[config.mk]
export PLATFORM = sky130hd
export DESIGN_NAME = cascade_timer
export DESIGN_NICKNAME = d
export VERILOG_FILES = /design/src/rtl/ctmr_pkg.sv /design/src/rtl/ctmr_sync.sv /design/src/rtl/ctmr_counter.sv /design/src/rtl/ctmr_capture.sv /design/src/rtl/cascade_timer.sv
export SDC_FILE = /design/constraint.sdc
export NUM_CORES = 1
export LEC_CHECK = 0
export ABC_AREA = 1
export BUFFER_PORTS_ARGS = -buffer_cell sky130_fd_sc_hd__buf_2
export CAP_MARGIN = 20
export CORE_AREA = 4 4 157 159
export DETAILED_ROUTE_END_ITERATION = 8
export DIE_AREA = 0 0 161 163
export GPL_ROUTABILITY_DRIVEN = 1
export PLACE_DENSITY = 0.44
export RECOVER_POWER = 50
export SYNTH_ARGS = -nofsm -noshare
export SYNTH_HDL_FRONTEND = slang
export SYNTH_SLANG_ARGS = --single-unit
[constraint.sdc]
create_clock -name clk -period 2.4 [get_ports clk]
set_clock_uncertainty 0.15 [all_clocks]
set_input_delay 0.12 -clock clk [delete_from_list [all_inputs] [get_ports clk]]
set_output_delay 0.12 -clock clk [all_outputs]
set_load 0.01 [all_outputs]
[src/rtl/ctmr_pkg.sv]
package ctmr_pkg;
   localparam int NUM_CAP = 4;

   typedef enum logic [1:0] {
      EDGE_RISE  = 2'b00,
      EDGE_FALL  = 2'b01,
      EDGE_BOTH  = 2'b10,
      EDGE_BOTHX = 2'b11
   } edge_mode_e;

   // partner pin of capture k: same letter, other channel
   function automatic int mate_of(input int k);
      return k ^ 2;
   endfunction
endpackage

[src/rtl/ctmr_sync.sv]
module ctmr_sync #(
   parameter int WIDTH  = 4,
   parameter int STAGES = 2
) (
   input  logic             clk,
   input  logic             rst_n,
   input  logic [WIDTH-1:0] d,
   output logic [WIDTH-1:0] q
);
   generate
      if (STAGES < 2) begin : g_bad_stages
         $error("ctmr_sync: STAGES must be at least 2");
      end
   endgenerate

   logic [WIDTH-1:0] stage_q [STAGES];

   genvar s;
   generate
      for (s = 0; s < STAGES; s++) begin : g_stage
         always_ff @(posedge clk or negedge rst_n) begin
            if (!rst_n)
               stage_q[s] <= '0;
            else if (s == 0)
               stage_q[s] <= d;
            else
               stage_q[s] <= stage_q[(s > 0) ? s - 1 : 0];
         end
      end
   endgenerate

   assign q = stage_q[STAGES-1];
endmodule

[src/rtl/ctmr_counter.sv]
module ctmr_counter #(
   parameter int WIDTH = 16
) (
   input  logic             clk,
   input  logic             rst_n,
   input  logic             inc,
   input  logic             dec,
   output logic [WIDTH-1:0] cnt,
   output logic             wrap_up,
   output logic             wrap_dn
);
   localparam logic [WIDTH-1:0] ONE  = WIDTH'(1);
   localparam logic [WIDTH-1:0] TOPV = '1;

   generate
      if (WIDTH < 2) begin : g_bad_width
         $error("ctmr_counter: WIDTH must be at least 2");
      end
   endgenerate

   assign wrap_up = inc && (cnt == TOPV);
   assign wrap_dn = dec && (cnt == '0);

   always_ff @(posedge clk or negedge rst_n) begin
      if (!rst_n)
         cnt <= '0;
      else if (inc)
         cnt <= cnt + ONE;
      else if (dec)
         cnt <= cnt - ONE;
   end


   inc_dec_excl_chk: assert property (@(posedge clk) disable iff (!rst_n)
      !(inc && dec));

   wrap_up_lands_chk: assert property (@(posedge clk) disable iff (!rst_n)
      wrap_up |=> (cnt == '0));

   wrap_dn_lands_chk: assert property (@(posedge clk) disable iff (!rst_n)
      wrap_dn |=> (cnt == TOPV));
endmodule

[src/rtl/ctmr_capture.sv]
module ctmr_capture
   import ctmr_pkg::*;
#(
   parameter int WIDTH = 16
) (
   input  logic             clk,
   input  logic             rst_n,
   input  logic             own_s,
   input  logic             mate_s,
   input  logic             pair,
   input  logic [1:0]       mode,
   input  logic [WIDTH-1:0] cnt,
   output logic [WIDTH-1:0] cap_q
);
   logic src, src_q, rise, fall, fire;

   assign src  = own_s | (pair & mate_s);
   assign rise = src & ~src_q;
   assign fall = ~src & src_q;

   always_comb begin
      unique case (edge_mode_e'(mode))
         EDGE_RISE: fire = rise;
         EDGE_FALL: fire = fall;
         default:   fire = rise | fall;
      endcase
   end

   always_ff @(posedge clk or negedge rst_n) begin
      if (!rst_n) begin
         src_q <= 1'b0;
         cap_q <= '0;
      end else begin
         src_q <= src;
         if (fire)
            cap_q <= cnt;
      end
   end


   masked_pair_chk: assert property (@(posedge clk) disable iff (!rst_n)
      (pair && own_s && $past(own_s)) |-> !fire);

   masked_own_chk: assert property (@(posedge clk) disable iff (!rst_n)
      (own_s && $past(own_s)) |-> !fire);

   cap_hold_chk: assert property (@(posedge clk) disable iff (!rst_n)
      !fire |=> $stable(cap_q));
endmodule

[src/rtl/cascade_timer.sv]
module cascade_timer
   import ctmr_pkg::*;
#(
   parameter int CNT_W       = 16,
   parameter int SYNC_STAGES = 2
) (
   input  logic             clk,
   input  logic             rst_n,
   input  logic             tick,
   input  logic             cascade_en,
   input  logic             lo_phase_mode,
   input  logic             lo_run,
   input  logic             lo_step,
   input  logic             lo_down,
   input  logic             hi_phase_mode,
   input  logic             hi_run,
   input  logic             hi_step,
   input  logic             hi_down,
   input  logic [3:0]       cap_pin,
   input  logic [3:0]       pair_en,
   input  logic [7:0]       edge_sel,
   output logic [CNT_W-1:0] hi_cnt,
   output logic [CNT_W-1:0] lo_cnt,
   output logic [CNT_W-1:0] cap_hi_a,
   output logic [CNT_W-1:0] cap_hi_b,
   output logic [CNT_W-1:0] cap_lo_a,
   output logic [CNT_W-1:0] cap_lo_b
);
   localparam logic [CNT_W-1:0] ONE = CNT_W'(1);

   generate
      if (CNT_W < 2) begin : g_bad_cnt_w
         $error("cascade_timer: CNT_W must be at least 2");
      end
   endgenerate

   logic lo_inc, lo_dec, hi_inc, hi_dec;
   logic lo_wrap_up, lo_wrap_dn, hi_wrap_up, hi_wrap_dn;

   // lower channel count request
   always_comb begin
      if (lo_phase_mode) begin
         lo_inc = lo_run & lo_step & ~lo_down;
         lo_dec = lo_run & lo_step &  lo_down;
      end else begin
         lo_inc = lo_run & tick;
         lo_dec = 1'b0;
      end
   end

   // upper channel source: stepping, cascade, or own tick
   always_comb begin
      if (hi_phase_mode) begin
         hi_inc = hi_run & hi_step & ~hi_down;
         hi_dec = hi_run & hi_step &  hi_down;
      end else if (cascade_en) begin
         hi_inc = hi_run & lo_wrap_up;
         hi_dec = hi_run & lo_wrap_dn;
      end else begin
         hi_inc = hi_run & tick;
         hi_dec = 1'b0;
      end
   end

   ctmr_counter #(.WIDTH(CNT_W)) u_lo_ctr (
      .clk(clk), .rst_n(rst_n), .inc(lo_inc), .dec(lo_dec),
      .cnt(lo_cnt), .wrap_up(lo_wrap_up), .wrap_dn(lo_wrap_dn)
   );

   ctmr_counter #(.WIDTH(CNT_W)) u_hi_ctr (
      .clk(clk), .rst_n(rst_n), .inc(hi_inc), .dec(hi_dec),
      .cnt(hi_cnt), .wrap_up(hi_wrap_up), .wrap_dn(hi_wrap_dn)
   );

   // capture pins synchronised before any ORing
   logic [3:0] pin_s;

   ctmr_sync #(.WIDTH(NUM_CAP), .STAGES(SYNC_STAGES)) u_pin_sync (
      .clk(clk), .rst_n(rst_n), .d(cap_pin), .q(pin_s)
   );

   logic [CNT_W-1:0] cap_val [NUM_CAP];

   genvar k;
   generate
      for (k = 0; k < NUM_CAP; k++) begin : g_cap
         localparam int MATE = mate_of(k);
         logic [CNT_W-1:0] src_cnt;
         if (k < 2) begin : g_upper
            assign src_cnt = hi_cnt;
         end else begin : g_lower
            assign src_cnt = lo_cnt;
         end
         ctmr_capture #(.WIDTH(CNT_W)) u_cap (
            .clk(clk), .rst_n(rst_n),
            .own_s(pin_s[k]), .mate_s(pin_s[MATE]),
            .pair(pair_en[k]), .mode(edge_sel[2*k +: 2]),
            .cnt(src_cnt), .cap_q(cap_val[k])
         );
      end
   endgenerate

   assign cap_hi_a = cap_val[0];
   assign cap_hi_b = cap_val[1];
   assign cap_lo_a = cap_val[2];
   assign cap_lo_b = cap_val[3];


   lo_free_count_chk: assert property (@(posedge clk) disable iff (!rst_n)
      (lo_run && !lo_phase_mode && tick) |=> (lo_cnt == $past(lo_cnt) + ONE));

   lo_step_hold_chk: assert property (@(posedge clk) disable iff (!rst_n)
      (lo_phase_mode && !lo_step) |=> $stable(lo_cnt));

   cascade_carry_chk: assert property (@(posedge clk) disable iff (!rst_n)
      (cascade_en && !hi_phase_mode && hi_run && lo_run && !lo_phase_mode && tick
       && lo_cnt == '1) |=> (hi_cnt == $past(hi_cnt) + ONE && lo_cnt == '0));

   cascade_borrow_chk: assert property (@(posedge clk) disable iff (!rst_n)
      (cascade_en && !hi_phase_mode && hi_run && lo_run && lo_phase_mode
       && lo_step && lo_down && lo_cnt == '0)
      |=> (hi_cnt == $past(hi_cnt) - ONE && lo_cnt == '1));

   hi_step_hold_chk: assert property (@(posedge clk) disable iff (!rst_n)
      (hi_phase_mode && !hi_step) |=> $stable(hi_cnt));

   hi_indep_hold_chk: assert property (@(posedge clk) disable iff (!rst_n)
      (!cascade_en && !hi_phase_mode && !(hi_run && tick)) |=> $stable(hi_cnt));
endmodule

Yosys cells after proc, flatten, opt, wreduce, memory -nomap -nowiden
Cells that the tools add are included.

$add $sub $neg: 4. Equality and inequality tests: 5. Multiplexer cells: 14. Bitwise operators: 40. Reduce and logical (&&, ||, !) cells: 9.

Operator list (count): 16-bit two-way mux (4); 16-bit by 1-bit adder with 16-bit output (second input constant) (2); 16-bit by 1-bit subtractor with 16-bit output (second input constant) (2); 1-bit bitwise AND (22); 16-bit == test (second input constant) (1); 16-bit zero test (1); 1-bit inverter (10); 2-bit by 1-bit == test with 1-bit output (second input constant) (4); 2-bit zero test (4); 1-bit OR (8); 1-bit one-hot mux with 2 select lines (4); 1-bit two-way mux (6); 2-bit nonzero test (2); 1-bit logical AND (2).

Flip-flop bits (word level): 108. Logic and storage cells: 84.

Logic depth before layout (Yosys ltp)
Gate-level depths: netlist of the first run.

Depth in word-level cells: 9. Gate-level depth with buffers: 22. Mapped depth without buffers: 22.

Hierarchy
From an unflattened synthesis of the first run, not the netlist that was laid out.

Cell total of the unflattened synthesis: 884. Area total of the unflattened synthesis: 6998.0 µm².

Modules (own cells, without submodules): ctmr_capture (instances 4, cells an instance 85, area each 862.1 µm², seq. area each 425.4 µm²); ctmr_counter (u_lo_ctr) (instances 1, cells an instance 255, area each 1631.6 µm², seq. area each 400.4 µm²); ctmr_counter (u_hi_ctr) (instances 1, cells an instance 255, area each 1592.8 µm², seq. area each 400.4 µm²); ctmr_sync (instances 1, cells an instance 12, area each 230.2 µm², seq. area each 200.2 µm²); cascade_timer (instances 1, cells an instance 22, area each 95.1 µm², seq. area each 0.0 µm²).

Least setup slack after synthesis of the first run
No wires, ideal clock.

Path kind: input to register. From: input port lo_down. To: register u_hi_ctr.cnt[14]. Arrival: 2.395 ns. Data required time: 2.133 ns. Path slack: -0.262 ns. Stages: 18. Path buffers: 0. Cell sequence: inv_1 -> nand2_1 -> nor2_2 -> nor2_2 -> nor2_2 -> nand2_1 -> nand2_1 -> nand2_2 -> nand2_1 -> inv_1 -> ha_1 -> a21oi_1 -> nand2_1 -> a21boi_1 -> nand3b_1 -> nand3b_1 -> nand3_2 -> nand2_1.

Cells in the longest elaborated chain, start to end: 8. Elaborated cells between the ends (all ways): 15. Those cells by class: mux: 7; bitwise: 5; reduce/logical: 3.

Ends and longest elaborated chain: from (decl) (RTL line cascade_timer.sv:14) `input logic lo_down,`; 1-bit inverter (RTL line cascade_timer.sv:43) `lo_inc = lo_run & lo_step & ~lo_down;`; 1-bit bitwise AND (RTL line cascade_timer.sv:43); 1-bit two-way mux (RTL line cascade_timer.sv:42) `if (lo_phase_mode) begin`; 1-bit logical AND (RTL line ctmr_counter.sv:21) `assign wrap_up = inc && (cnt == TOPV);`; 1-bit bitwise AND (RTL line cascade_timer.sv:57) `hi_inc = hi_run & lo_wrap_up;`; 1-bit two-way mux (RTL line cascade_timer.sv:56) `end else if (cascade_en) begin`; 1-bit two-way mux (RTL line cascade_timer.sv:53) `if (hi_phase_mode) begin`; 16-bit two-way mux / 2-bit nonzero test (equally long branches); to (signal assigned) (RTL line ctmr_counter.sv:28) `cnt <= cnt + ONE;`; to (signal assigned) (RTL line ctmr_counter.sv:30) `cnt <= cnt - ONE;`; to (decl) (RTL line ctmr_counter.sv:8) `output logic [WIDTH-1:0] cnt,`.

Several ways; a longest one is shown, not always the timed one. A chain may end at the register's enable or synchronous reset.

Worst setup path after layout of the first run
From: register u_lo_ctr.cnt[0]. To: register u_hi_ctr.cnt[13].

Cells in the longest elaborated chain, start to end: 6. Elaborated cells between the ends (all ways): 12. Those cells by class: eq/ne: 1; mux: 5; bitwise: 2; reduce/logical: 4.

Ends and longest elaborated chain (RTL line): from (decl) (ctmr_counter.sv:8); from (signal assigned) (ctmr_counter.sv:28); from (signal assigned) (ctmr_counter.sv:30); 16-bit == test / 16-bit zero test (equally long branches) (ctmr_counter.sv:21, ctmr_counter.sv:22); 1-bit logical AND (on tied branches) (ctmr_counter.sv:21, ctmr_counter.sv:22); 1-bit bitwise AND (on tied branches) (cascade_timer.sv:57, cascade_timer.sv:58); 1-bit two-way mux (cascade_timer.sv:56); 1-bit two-way mux (cascade_timer.sv:53); 16-bit two-way mux / 2-bit nonzero test (equally long branches).

Several ways; a longest one is shown, not always the timed one.

==> flow_summary_export.csv, run 1 <==
group,metric,value,unit
floorplanning,dieWidth,161,um
critical_path,end_kind,"register",
final_layout,stdcell_area,0.00770,mm^2
yosys,synth_fa_ha_area_share,8.53,%
yosys,yosysUniqueCellTypes,37,
final_layout,drive_gt1_share,25.3,%
final_layout,final_nets,946,
critical_path,worst-setup-path-type,"register to register",
yosys,synthMuxAreaShare,0,%
cts,clk_path_buf_depth,2,
cts,clkSlewWorstSetupHoldPaths,0.07,ns
job,maxCapViolations,1,
pwr,max-vdd-ir-drop,0.000517,V
critical_path,critPathTopFamily,"simple AND/OR/NAND/NOR gates",
timing,final_hold_viol_count,0,
cts,clk-insertion-delay-late,0.35,ns
cts,htreeDepth,3,
routing,drc,0,
final_layout,antenna_cells,0,
pwr,pwr_density_cell,1370,mW/mm^2
routing,viasPerCell,4.16,
yosys,synth_cells,698,
final_layout,syn2layout_area_growth,34.0,%
global_routing,grt_pass1_vias,4970,
status,violations,"max-capacitance violations, max-slew violations, negative setup slack",
yosys,yosysTopAreaCell,"dfrtp_1",
critical_path,cp_num_buf_inv,2,
status,status,"finished with violations",
yosys,synth-simple-area-share,21.4,%
routing,drt_pre_antenna_iters,4,
final_layout,fin_cells,1204,
placement,dpl_cell_area,0.00719,mm^2
yosys,ys.flop_type,"dfrtp_1",
timing,fmax,411,MHz
global_routing,overflow,0,
yosys,async_flop_share,100,%
critical_path,cp_slowest_stage_delay,0.38,ns
critical_path,cpMaxStageDelayCell,"dfrtp_1",
yosys,synth_top_family_by_area,"simple AND/OR/NAND/NOR gates",
critical_path,cp.arrival,2.53,ns
floorplanning,coreArea,0.0233,mm^2
timing,tightest_slew,1.52,ns
critical_path,worstPathCellList,"nand2_1 > inv_1 > nand2_1 > nor2_2 > nand2_1 > nand2_1 > nand2_2 > nand2_4 > inv_8 > ha_4 > a21oi_2 > nand2_2 > nand2_1 > nand2_2 > nand2_1 > nand2_2 > nand2_1 > nand3b_1 > nand3_2 > nand2_1",
timing,rsz0062_at_grt,"yes",
timing,finalMaxSlewViolations,109,
critical_path,crit_fanout,15,
yosys,synth_edf_count,0,
hold_path,min_path_type,"primary input to register",
cts,root_buffer,"clkbuf_16",
yosys,synth_xor_area_share,3.02,%
placement,dp_slack,-0.110,ns
placement,hpwlAfterDp,13.1,mm
routing,finalWirelength,17.1,mm
floorplanning,die-area,0.0262,mm^2
yosys,yosys_register_bits,108,
yosys,synthTopCellsByArea,"dfrtp_1 47%, nand2_1 13%, o21ai_0 7.9%",
yosys,ys_seq_area_share,47.0,%
global_routing,grt_max_degree,109,
pwr,p_leak,3.81,nW
global_routing,antenna_found_initial,0,
cts,cts_tree,"built",
timing,relSlewSlack,-1.55,%
placement,portBuffers,123,
floorplanning,io_pins,124,
placement,place_congestion,0.820,
timing,setup_viol,1,
routing,drtIter0Drc,221,
critical_path,crit_path_start_kind,"register",
yosys,avgSynthCellArea,8.24,um^2
yosys,synth_nets,764,
critical_path,required,2.49,ns
yosys,syn_area,0.00575,mm^2
cts,cts_buffers,9,
placement,dpl.cell_count,1177,
yosys,synth.top_cell.area_share,47.0,%
timing,setup_ws,-0.0307,ns
timing,setup_tns,-0.0307,ns
floorplanning,rows,56,
global_routing,gr-usage-all-layers,13.1,%
yosys,synth_compound_area_share,13.3,%
routing,drt-wirelength-per-cell,14.2,um
floorplanning,start_util,24.7,%
timing,period_minus_slack,2.43,ns
global_routing,grt_pass1_wl,27.2,mm
routing,antenna_left,0,
routing,num_vias,5013,
critical_path,cpMostUsedCell,"nand2_1",
cts,cts.sinks,108,
yosys,yosysWarnings,0,
floorplanning,die_y,163,um
timing,period_share,101,%
[where the power goes]
part | internal, W | total [W] | switching (W)
registers | 0.00257 | 0.00312 | 0.000555
logic | 0.00258 | 0.00595 | 0.00337
clock network | 0.000769 | 0.00147 | 0.000702
total | 0.00592 | 0.0105 | 0.00462
[flip-flops by register name (all words and copies together) (netlist names)]
register	count
u_lo_ctr.cnt	16
u_pin_sync.stage_q	4
g_cap.u_cap.cap_q	64
u_pin_sync.q	4
u_hi_ctr.cnt	16
g_cap.u_cap.src_q	4
[Yosys cell counts, types with 7 or more instances]
cell and count:
nand2_1 202, dfrtp_1 108, o21ai_0 91, inv_1 77, ha_1 36, a21oi_1 35, nor2_1 33, nand3_1 30
xnor2_1 12, clkbuf_1 8, nand4_1 8, o21ai_2 7
[tightest hold or removal path, cell delays in order]
cell	delay, ns
buf_2	0.10
or2_2	0.14
nand3_1	0.09
nand4_1	0.09
nand2_1	0.05
[stage by stage]
step | utilization [%] | power [W] | hold WS (ns)
detailed placement | 30.9 | 0.00890 | 0.0810
global placement | 30.9 | 0.00891 | 0.0799
finish | 33.1 | 0.0105 | 0.132
CTS | 32.9 | 0.0106 | 0.122
floorplan | - | 0.00642 | -0.326
global route | 33.1 | 0.0116 | 0.187
[worst paths after layout]
kind                                  startpoint                       to  slack (ns)  cells after the start
hold / removal                           hi_down         u_hi_ctr.cnt[15]        0.13                      5
max in group asynchronous                  rst_n  g_cap[1].u_cap.cap_q[3]        0.49                      3
setup reg to reg                 u_lo_ctr.cnt[0]         u_hi_ctr.cnt[13]       -0.03                     20
hold reg to reg            u_pin_sync.stage_q[4]          u_pin_sync.q[0]        0.20                      0
setup / recovery                 u_lo_ctr.cnt[0]         u_hi_ctr.cnt[13]       -0.03                     20
min in group asynchronous                  rst_n  g_cap[2].u_cap.cap_q[8]        0.65                      3
[area by class of cell]
type	count	area [um^2]
clock buffer	12	256
clock inverter	4	32.5
fill	2557	15600
inverter	79	304
multi-input combinational	494	2910
sequential	108	2700
tap	319	399
timing repair buffer	188	1100
[cells in the final DEF, fill, tap and decap left out, types with 4 or more instances in the layout]
cell / Yosys / layout
nand2_1: 202 / 193
dfrtp_1: 108 / 108
buf_2: 2 / 93
o21ai_0: 91 / 87
inv_1: 77 / 76
buf_4: 1 / 54
nand3_1: 30 / 30
clkbuf_1: 8 / 30
nor2_1: 33 / 29
a21oi_1: 35 / 29
ha_1: 36 / 24
ha_4: 0 / 12
xnor2_1: 12 / 11
nand2_2: 1 / 9
clkbuf_16: 0 / 9
dlygate4sd3_1: 0 / 9
nand4_1: 8 / 8
o21ai_2: 7 / 8
nor2_2: 4 / 7
a21oi_2: 0 / 6
nand3b_1: 6 / 6
xor2_1: 6 / 6
a21o_1: 4 / 4
o21ai_1: 1 / 4
[what timing repair did]
| item | CTS | global route |
|---|---|---|
| cloned | 0 | 0 |
| hold buffers | 9 | 0 |
| setup buffers | 0 | 2 |
| pin swaps | 2 | 2 |
| endpoints found under the hold margin | 116 | 0 |
| endpoints found under the setup margin | 12 | 13 |
| gates resized for setup | 15 | 20 |
[layer usage]
layer	up-vias	part of all wire [%]	global-route usage, %	wire length [um]
met5	-	0	0	0
met4	0	0.88	3.26	151
met3	8	3.8	2.66	647
met2	75	45	20.7	7720
met1	2297	50	18.6	8600
li1	2633	-	-	-
[kinds of logic (layout without fill, tap and decap cells)]
group                      count (synthesis)  count (layout)
adders and majority gates                 38              38
DFF                                      108             108
and+or+nand+nor                          294             294
xor gates and xnor gates                  19              19
AOI/OAI and AO/OA                        143             143
buffers and inverters                     96             283
Note: power is estimated with default switching activity, not from simulation.
==> run 2: changes to the inputs <==
Settings changed: REMOVE_ABC_BUFFERS set to 1.
==> flow_summary_export.csv, run 2 (synthesized netlist as in run 1, its figures left out) <==
group,metric,value,unit
timing,tightest_slew,0.964,ns
final_layout,regMostFlops,"g_cap.u_cap.cap_q",
final_layout,final_nets,965,
cts,cts_buffers,9,
critical_path,cpMaxStageDelayCell,"dfrtp_1",
status,violations,"negative setup slack",
critical_path,cp_slowest_stage_delay,0.35,ns
critical_path,crit_fanout,6,
critical_path,cpMostUsedCell,"nand2_1",
floorplanning,die-area,0.0262,mm^2
pwr,power.internal,0.00602,W
status,status,"finished with violations",
timing,setup_ws,-0.231,ns
cts,clk-insertion-delay-late,0.36,ns
routing,num_vias,5158,
routing,drt_pre_antenna_iters,4,
cts,clk_path_buf_depth,2,
timing,final_hold_viol_count,0,
final_layout,drive_gt1_share,23.3,%
timing,period_share,110,%
critical_path,crit_path_start_kind,"register",
critical_path,worstPathCellList,"nand2_1 > nor2_1 > nand2_1 > nor2_1 > nand2_1 > nand2_1 > nand2_2 > nand2_2 > clkinvlp_4 > clkbuf_16 > ha_4 > a21oi_2 > nand2_2 > buf_12 > a21oi_4 > buf_4 > xnor2_1 > nand2_1 > o21ai_2",
final_layout,fin_cells,1224,
pwr,p_comb_share,57.7,%
global_routing,gr-usage-all-layers,12.9,%
placement,dpl_cell_area,0.00717,mm^2
final_layout,final_common_cell,"nand2_1",
critical_path,cp_num_buf_inv,4,
final_layout,stdcell_area,0.00790,mm^2
placement,hpwlAfterDp,12.9,mm
global_routing,grt_pass1_wl,26.7,mm
routing,drtIter0Drc,226,
final_layout,syn2layout_area_growth,37.3,%
global_routing,overflow,0,
timing,setup_viol,12,
hold_path,min_path_type,"primary input to register",
final_layout,reg_top3,"g_cap.u_cap.cap_q: 64 flops, u_hi_ctr.cnt: 16 flops, u_lo_ctr.cnt: 16 flops",
final_layout,largest_reg_flops,64,
timing,period_minus_slack,2.63,ns
placement,place_congestion,0.770,
placement,dpl.cell_count,1185,
routing,finalWirelength,17.0,mm
routing,antenna_left,0,
floorplanning,rows,56,
routing,viasPerCell,4.21,
global_routing,grt_pass1_vias,4950,
pwr,pwr-share-clk,13.3,%
pwr,switchingPower,0.00476,W
global_routing,grt_max_degree,59,
cts,htreeDepth,3,
critical_path,required,2.54,ns
critical_path,worst-setup-path-type,"register to register",
final_layout,final_cell_mix,"186 x nand2_1, 108 x dfrtp_1, 87 x o21ai_0",
floorplanning,dieWidth,161,um
floorplanning,start_util,24.7,%
final_layout,finish.utilization,33.9,%
timing,setup_tns,-2.32,ns
floorplanning,coreArea,0.0233,mm^2
floorplanning,die_y,163,um
critical_path,end_kind,"register",
pwr,swShare,44.2,%
placement,portBuffers,123,
pwr,power,0.0108,W
routing,drt-wirelength-per-cell,13.9,um
routing,drc,0,
critical_path,cp.arrival,2.77,ns
pwr,pwr-share-seq,29.0,%
critical_path,critPathTopFamily,"simple AND/OR/NAND/NOR gates",
timing,finalMaxSlewViolations,0,
timing,relSlewSlack,35.7,%
global_routing,antenna_found_initial,1,
cts,cts.sinks,108,
cts,root_buffer,"clkbuf_16",
timing,fmax,380,MHz
pwr,max-vdd-ir-drop,0.000368,V
floorplanning,io_pins,124,
cts,cts_tree,"built",
cts,clkSlewWorstSetupHoldPaths,0.08,ns
pwr,p_leak,3.75,nW
pwr,pwr_density_cell,1370,mW/mm^2
job,maxCapViolations,0,
timing,rsz0062_at_grt,"yes",
==> run 2: changes by cell type in the layout (fill, tap and decap cells not counted), sizes merged <==
cell	previous run	this run
diode	0	1
inv	80	79
buf	148	112
clkinv	1	2
clkbuf	43	98
==> run 2: routing by layer <==
metal	track usage [%]	part of all wire [%]	vias up
li1	-	-	2685
met1	18.2	49	2372
met2	20.3	46	87
met3	2.30	3.7	14
met4	3.68	1.3	0
met5	0	0	-
==> run 2: worst register-to-register path, cell delays in order, from the launching register on <==
cell and delay [ns]:
dfrtp_1 0.35, nand2_1 0.07, nor2_1 0.11, nand2_1 0.06, nor2_1 0.10, nand2_1 0.05
nand2_1 0.07, nand2_2 0.06, nand2_2 0.10, clkinvlp_4 0.13, clkbuf_16 0.19, ha_4 0.24
a21oi_2 0.13, nand2_2 0.11, buf_12 0.14, a21oi_4 0.14, buf_4 0.13, xnor2_1 0.11
nand2_1 0.09, o21ai_2 0.05
==> run 2: final cells by class <==
| class | count | area (um^2) |
|---|---|---|
| inverters | 79 | 300 |
| well taps | 319 | 399 |
| fillers | 2550 | 15400 |
| clock buffers | 12 | 246 |
| flip-flops and latches | 108 | 2700 |
| clock inverters | 4 | 33.8 |
| multi-input cells | 494 | 2990 |
| diodes | 1 | 2.50 |
| repair buffers | 207 | 1220 |
==> run 2: power groups by stage <==
stage	combinational (W)	sequential, W	clock [W]
floorplan	0.00285	0.00345	0
global placement	0.00569	0.00310	0
detailed placement	0.00569	0.00310	0
CTS	0.00591	0.00310	0.00150
global route	0.00697	0.00324	0.00158
finish	0.00622	0.00313	0.00143
==> run 2: worst paths after layout <==
path	start	endpoint	slack, ns	cells past startpoint
max	u_lo_ctr.cnt[15]	u_hi_ctr.cnt[5]	-0.23	19
min	hi_down	u_hi_ctr.cnt[15]	0.20	6
max reg2reg	u_lo_ctr.cnt[15]	u_hi_ctr.cnt[5]	-0.23	19
min reg2reg	u_pin_sync.stage_q[4]	u_pin_sync.q[0]	0.20	0
max in group asynchronous	rst_n	u_pin_sync.stage_q[6]	0.31	3
min in group asynchronous	rst_n	g_cap[0].u_cap.cap_q[1]	0.35	2
==> run 2: timing repair <==
| action | 4_1_cts | 5_1_grt |
|---|---|---|
| pin swaps | 2 | 30 |
| gates resized for setup | 22 | 49 |
| buffers inserted | 2 | 10 |
| hold buffers | 9 | 0 |
| endpoints found under the hold margin | 41 | 0 |
| gates cloned | 0 | 1 |
| endpoints found under the setup margin | 13 | 15 |
==> run 2: metrics by stage <==
stage / setup WS, ns / hold WS, ns
after global routing: -0.488 / 0.211
after floorplan: -0.268 / -0.326
final: -0.231 / 0.196
after detailed placement: -0.331 / -0.0138
after CTS: -0.290 / 0.202
after global placement: -0.290 / -0.00761
